`config.mk`:
```
export PLATFORM = sky130hd
export DESIGN_NAME = bmi_decode
export DESIGN_NICKNAME = d
export VERILOG_FILES = /design/src/rtl/bmi_pkg.sv /design/src/rtl/bmi_elem_sel.sv /design/src/rtl/bmi_run_rot.sv /design/src/rtl/bmi_replicate.sv /design/src/rtl/bmi_decode.sv
export SDC_FILE = /design/constraint.sdc
export NUM_CORES = 1
export LEC_CHECK = 0
export ABC_AREA = 1
export BUFFER_PORTS_ARGS = -buffer_cell sky130_fd_sc_hd__buf_4
export CAP_MARGIN = 40
export CELL_PAD_IN_SITES_DETAIL_PLACEMENT = 1
export CELL_PAD_IN_SITES_GLOBAL_PLACEMENT = 2
export CORE_ASPECT_RATIO = 0.9
export CORE_MARGIN = 4
export CORE_UTILIZATION = 25
export DETAILED_ROUTE_END_ITERATION = 7
export GPL_TIMING_DRIVEN = 1
export PLACE_DENSITY = 0.76
export SYNTH_ARGS = -nofsm -noshare
export SYNTH_HDL_FRONTEND = slang
export SYNTH_SLANG_ARGS = --single-unit
```
`constraint.sdc`:
```
create_clock -name vclk -period 12.3
set_clock_uncertainty 0.05 [all_clocks]
set_input_delay 2.46 -clock vclk [all_inputs]
set_output_delay 2.46 -clock vclk [all_outputs]
set_load 0.1 [all_outputs]
```
`src/rtl/bmi_pkg.sv`:
```
package bmi_pkg;
    localparam int unsigned MASK_W  = 64;
    localparam int unsigned FIELD_W = $clog2(MASK_W);

    typedef struct packed {
        logic [FIELD_W-1:0] lvl;   // element size minus one
        logic               ok;    // an element size was found
    } elem_t;
endpackage

```
`src/rtl/bmi_elem_sel.sv`:
```
module bmi_elem_sel
    import bmi_pkg::*;
(
    input  logic               wsel,
    input  logic [FIELD_W-1:0] cnt,
    output elem_t              sel
);
    localparam int unsigned LEN_W = $clog2(FIELD_W + 1);

    logic [FIELD_W:0]   probe;
    logic [LEN_W-1:0]   len;
    logic               found;

    assign probe = {wsel, ~cnt};

    always_comb begin
        len   = '0;
        found = 1'b0;
        for (int k = 0; k <= FIELD_W; k++) begin
            if (probe[k]) begin
                len   = LEN_W'(k);
                found = 1'b1;
            end
        end
        for (int b = 0; b < FIELD_W; b++) begin
            sel.lvl[b] = (LEN_W'(b) < len);
        end
        sel.ok = found && (len != '0);
        AST_WIDE_ELEM: assert (!wsel || sel.lvl == '1) else $error("wide element not full size");
    end
endmodule

```
`src/rtl/bmi_run_rot.sv`:
```
module bmi_run_rot
    import bmi_pkg::*;
(
    input  logic [FIELD_W-1:0] lvl,
    input  logic [FIELD_W-1:0] cnt,
    input  logic [FIELD_W-1:0] rot,
    output logic [MASK_W-1:0]  elem,
    output logic               full
);
    logic [FIELD_W-1:0] s_eff;
    logic [FIELD_W-1:0] r_eff;

    assign s_eff = cnt & lvl;
    assign r_eff = rot & lvl;
    assign full  = (s_eff == lvl);

    for (genvar i = 0; i < MASK_W; i++) begin : g_bit
        localparam logic [FIELD_W-1:0] IDX = FIELD_W'(i);
        logic [FIELD_W-1:0] src;
        assign src     = (IDX + r_eff) & lvl;
        assign elem[i] = (IDX <= lvl) && (src <= s_eff);
    end
endmodule

```
`src/rtl/bmi_replicate.sv`:
```
module bmi_replicate
    import bmi_pkg::*;
(
    input  logic [MASK_W-1:0]  elem,
    input  logic [FIELD_W-1:0] lvl,
    input  logic               dw64,
    output logic [MASK_W-1:0]  tiled
);
    localparam int unsigned HALF = MASK_W / 2;

    for (genvar i = 0; i < MASK_W; i++) begin : g_tile
        localparam logic [FIELD_W-1:0] IDX = FIELD_W'(i);
        if (i < HALF) begin : g_lo
            assign tiled[i] = elem[IDX & lvl];
        end else begin : g_hi
            assign tiled[i] = dw64 && elem[IDX & lvl];
        end
    end
endmodule

```
`src/rtl/bmi_decode.sv`:
```
module bmi_decode
    import bmi_pkg::*;
(
    input  logic               wsel,
    input  logic [5:0]         cnt,
    input  logic [5:0]         rot,
    input  logic               dw64,
    output logic [63:0]        mask,
    output logic               ok
);
    localparam int unsigned HALF = MASK_W / 2;

    elem_t              sel;
    logic [MASK_W-1:0]  elem;
    logic [MASK_W-1:0]  tiled;
    logic               full;

    bmi_elem_sel u_sel (
        .wsel (wsel),
        .cnt  (cnt),
        .sel  (sel)
    );

    bmi_run_rot u_run (
        .lvl  (sel.lvl),
        .cnt  (cnt),
        .rot  (rot),
        .elem (elem),
        .full (full)
    );

    bmi_replicate u_rep (
        .elem  (elem),
        .lvl   (sel.lvl),
        .dw64  (dw64),
        .tiled (tiled)
    );

    always_comb begin
        ok   = sel.ok && !full && !(wsel && !dw64);
        mask = ok ? tiled : '0;
    end

    always_comb begin
        AST_INVALID_ZERO: assert (ok || mask == '0) else $error("invalid code leaks mask");
        AST_NARROW_UPPER: assert (dw64 || mask[MASK_W-1:HALF] == '0) else $error("upper half set");
        AST_NARROW_WIDE: assert (!(wsel && !dw64) || !ok) else $error("64-bit element on 32-bit");
        AST_RESERVED_CNT: assert (wsel || cnt[5:1] != 5'h1f || !ok) else $error("reserved count accepted");
        AST_VALID_NONZERO: assert (!ok || mask != '0) else $error("valid mask empty");
        AST_VALID_NOT_FULL: assert (!ok || (dw64 ? mask != '1 : mask[HALF-1:0] != '1)) else $error("valid mask full");
    end
endmodule

```
==> impl_metrics.ini, run 1 <==
[synth]
syn_area_um2 = 6210
yosysSeqAreaShare_pct = 0
syn_avg_cell_area_um2 = 5.50
yosysUniqueCellTypes = 48
synth_cells = 1129
syn-num-nets = 1272
yosys_warnings = 0

[timing]
post-route-period-util_pct = 76.4
fmax_mhz = 106
worst_pin_slew_ns = 0.843
setup_tns_ns = 0
holdWs_ns = 5.54
period_needed_ns = 9.40
finalMaxSlewViolations = 0
hold_viol = 0
setup_viol = 0
rsz0062_at_grt = false
slew-limit-headroom_pct = 43.7

[global_route]
antenna_found_initial = 0
grt_usage_pct = 17.9
grt_pass1_wl_um = 40300
overflow = 0
grt_pass1_vias = 7444
grt_max_degree = 57

[setup_path]
crit_top_cell = nand2_1
critPathKind = in -> out
crit_path_top_delay_cell = nor2_1
crit_required_ns = 9.79
cp.arrival_ns = 6.89
worstPathBufferInverterCount = 6
critPathMaxFanout = 32
max_stage_delay_ns = 0.64
path_delay_family = simple AND/OR/NAND/NOR gates
critPathLaunchType = input port
cp-end-kind = output port

[cells_and_area]
drive_gt1_share_pct = 12.0
seq_cells = 0
n_clock_buffer = 0
n_antenna_cell = 0
design_area_um2 = 7160
multiInputGateArea_um2 = 5470
fillers = 3277
fin_nets = 1330
syn2layout_area_growth_pct = 15.3
regArea_um2 = 0

[die]
core_region_area_um2 = 24300
dieArea_um2 = 27400
rows = 54
initial_core_util_pct = 25.5
die_w_um = 174
die_h_um = 158
ios = 79

[pwr]
total_power_w = 0.000737
vdd_drop_max_v = 0.0000612
pwr-share-seq_pct = 0
comb_power_share_pct = 100.0
p_leak_nw = 4.13
p_sw_w = 0.000553
p_int_w = 0.000184
swShare_pct = 75.1
clockPowerShare_pct = 0
p_per_area_nw_per_um2 = 103

[hold_path]
hold_path_class = in -> out

[clocking]
ctsHoldBuffers = 0
postCtsResizedCells = 0
postCtsSetupBuffers = 0

[detailed_routing]
routed_wl_um = 25000
viasPerCell = 4.90
first_pass_iters = 4
final_antenna_net_count = 0
wl_per_cell_um = 16.7
dr_total_vias = 7323
drc = 0
drtIter0Drc = 324

[outcome]
status = completed

[flow_run]
drv_cap = 0

[placed_design]
dp_hpwl_um = 19900
gp_congestion = 0.899
io_buffers = 79
place_area_um2 = 7160
cells in the mapped netlist, types with 10 or more instances:
cell        n  share of area (%)
nand2_1   266                 16
nor2_1    207                 13
inv_1     143                8.6
ha_1      129                 26
a21oi_1    87                7.0
nand3_1    71                5.7
o21ai_0    36                2.9
xor2_1     32                4.5
a31oi_1    18                1.8
clkbuf_1   16               0.97
inv_2      15               0.91
buf_2      10               0.81
kinds of logic (layout without fill, tap and decap cells):
| logic type | Yosys count | after routing | share of synthesized area, % |
|---|---|---|---|
| simple gates | 580 | 580 | 38.8 |
| buf+inv | 195 | 251 | 12.3 |
| compound gates | 193 | 193 | 18.4 |
| fa+ha+maj | 129 | 129 | 26.0 |
| xor+xnor | 32 | 32 | 4.51 |
stage by stage:
| step | util (%) | worst slack, ns | std cells |
|---|---|---|---|
| after global routing | 29.4 | 2.49 | 1493 |
| after detailed placement | 29.4 | 2.89 | 1493 |
| after global placement | 29.3 | 2.82 | 1491 |
| final | 29.4 | 2.90 | 1493 |
| after CTS | 29.4 | 2.88 | 1493 |
| after floorplan | - | 2.12 | 1129 |
final timing paths:
kind / start / slack, ns / cells past startpoint / endpoint
min: dw64 / 5.54 / 4 / ok
max: wsel / 2.90 / 25 / mask[31]
routing by layer:
layer,routed length [µm],global-route usage [%],up-vias
met5,0,0,-
met4,161,1.09,0
met3,751,0.793,8
met2,10600,29.3,105
met1,13500,27.1,3422
li1,-,-,3788
power groups by stage:
stage | combinational (W) | clock, W | sequential, W
4_1_cts | 0.000742 | 0 | 0
5_1_grt | 0.000806 | 0 | 0
3_5_place_dp | 0.000740 | 0 | 0
6_report | 0.000737 | 0 | 0
3_3_place_gp | 0.000731 | 0 | 0
2_1_floorplan | 0.000573 | 0 | 0
cells in the final DEF (no fill, tap or decap), types with 9 or more instances in the layout:
cell type  netlist  final
xor2_1          32     32
ha_1           129    129
inv_2           15     15
inv_1          143    142
a21oi_1         87     87
nor2_1         207    207
o21ai_0         36     36
nand3_1         71     71
a31oi_1         18     18
nand2_1        266    265
buf_4            1     88
o211ai_1         9      9
cell type report:
class,instances,share of cell area [%]
multi-input cells,934,76.3
well taps,308,5.38
repair buffers,90,9.71
inverters,161,8.56
worst min-delay path: cells and delay by family:
kind | cells | cell delay [ns]
compound gates | 1 | 0.17
buf+inv | 3 | 0.49
Power figures use the tool's default switching activity.
==> inputs of run 2 (changes only) <==
clock period = 8.7 ns   (was 12.3 ns; I/O delays follow)
==> impl_metrics.ini, run 2 (same netlist as run 1, synthesis figures left out) <==
[outcome]
status = completed

[detailed_routing]
first_pass_iters = 5
drtIter0Drc = 453
viasPerCell = 4.93
dr_total_vias = 7385
final_antenna_net_count = 0
wl_per_cell_um = 16.7
routed_wl_um = 25100
drc = 0

[clocking]
postCtsResizedCells = 0
ctsHoldBuffers = 0
postCtsSetupBuffers = 0

[global_route]
grt_pass1_wl_um = 40500
grt_max_degree = 60
grt_usage_pct = 17.9
overflow = 0
grt_pass1_vias = 7527
antenna_found_initial = 0

[die]
rows = 54
ios = 79
die_w_um = 174
die_h_um = 158
initial_core_util_pct = 25.5
dieArea_um2 = 27400
core_region_area_um2 = 24300

[timing]
setup_tns_ns = 0
fmax_mhz = 135
rsz0062_at_grt = false
slew-limit-headroom_pct = 53.8
post-route-period-util_pct = 85.0
period_needed_ns = 7.39
setup_viol = 0
worst_slack_ns = 1.31
hold_viol = 0
finalMaxSlewViolations = 0
worst_pin_slew_ns = 0.692

[pwr]
p_leak_nw = 4.15
p_per_area_nw_per_um2 = 145
vdd_drop_max_v = 0.0000879

[hold_path]
hold_path_class = in -> out

[setup_path]
critPathMaxFanout = 32
cp-end-kind = output port
critPathKind = in -> out
critPathLaunchType = input port
crit_required_ns = 6.91
cp.arrival_ns = 5.60

[cells_and_area]
layout_commonest_cell = nand2_1
fin_nets = 1335
design_area_um2 = 7190
regArea_um2 = 0
n_clock_buffer = 0
layout.cells.most_common_list = nand2_1, nor2_1, inv_1
n_antenna_cell = 0
drive_gt1_share_pct = 12.4
syn2layout_area_growth_pct = 15.6
final_core_util_pct = 29.5
seq_cells = 0

[placed_design]
place_area_um2 = 7190
dp_hpwl_um = 19900
io_buffers = 79
pre_cts_ws_ns = 1.34
gp_congestion = 0.908

[flow_run]
drv_cap = 0
==> run 2: changes by cell type in the layout (fill, tap and decap cells not counted) <==
cell,before,now
a211oi_2,1,2
buf_4,88,95
a211oi_1,3,2
buf_12,1,0
buf_8,1,0
==> run 2: path summary, 6_finish.rpt <==
path              from        to  cells after the start
hold / removal    dw64        ok                      4
setup / recovery  wsel  mask[57]                     24
==> run 2: layout make-up <==
cell class / instances / area, µm²
fill: 3274 / 17100
inverter: 161 / 613
multi-input combinational: 934 / 5470
tap: 308 / 385
timing repair buffer: 95 / 713
==> run 2: critical path, stage by stage <==
cell and delay, ns:
buf_4 0.41, nor2_4 0.15, nand2_4 0.16, inv_4 0.08, nand2_4 0.10, nand2_8 0.09, inv_2 0.11, ha_1 0.26
inv_1 0.08, nor2_1 0.24, nor3_1 0.10, ha_1 0.33, nand2_1 0.08, nor2_1 0.23, nand2_1 0.10, nand3_2 0.09
nand2_2 0.07, inv_1 0.14, nand2_1 0.13, a21boi_1 0.20, nand2_1 0.12, nand3_1 0.08, a21oi_1 0.16, buf_4 0.32
==> run 2: stage by stage <==
step / total power, W / hold WS, ns / cells
2_1_floorplan: 0.000810 / 3.79 / 1129
3_3_place_gp: 0.00104 / 4.10 / 1498
3_5_place_dp: 0.00105 / 4.11 / 1498
4_1_cts: 0.00105 / 4.11 / 1498
5_1_grt: 0.00114 / 4.15 / 1498
6_report: 0.00104 / 4.09 / 1498
==> run 2: per-layer routing <==
layer | share of wire, % | global-route usage, % | routed length, µm | vias to the layer above
met5 | 0 | 0 | 0 | -
met4 | 0.55 | 0.942 | 139 | 0
met3 | 2.4 | 0.384 | 612 | 8
met2 | 45 | 30.7 | 11200 | 105
met1 | 52 | 26.3 | 13100 | 3466
li1 | - | - | - | 3806
==> run 2: where the power goes <==
group / switching (W) / internal [W]
Clock: 0 / 0
Combinational: 0.000782 / 0.000261
Sequential: 0 / 0
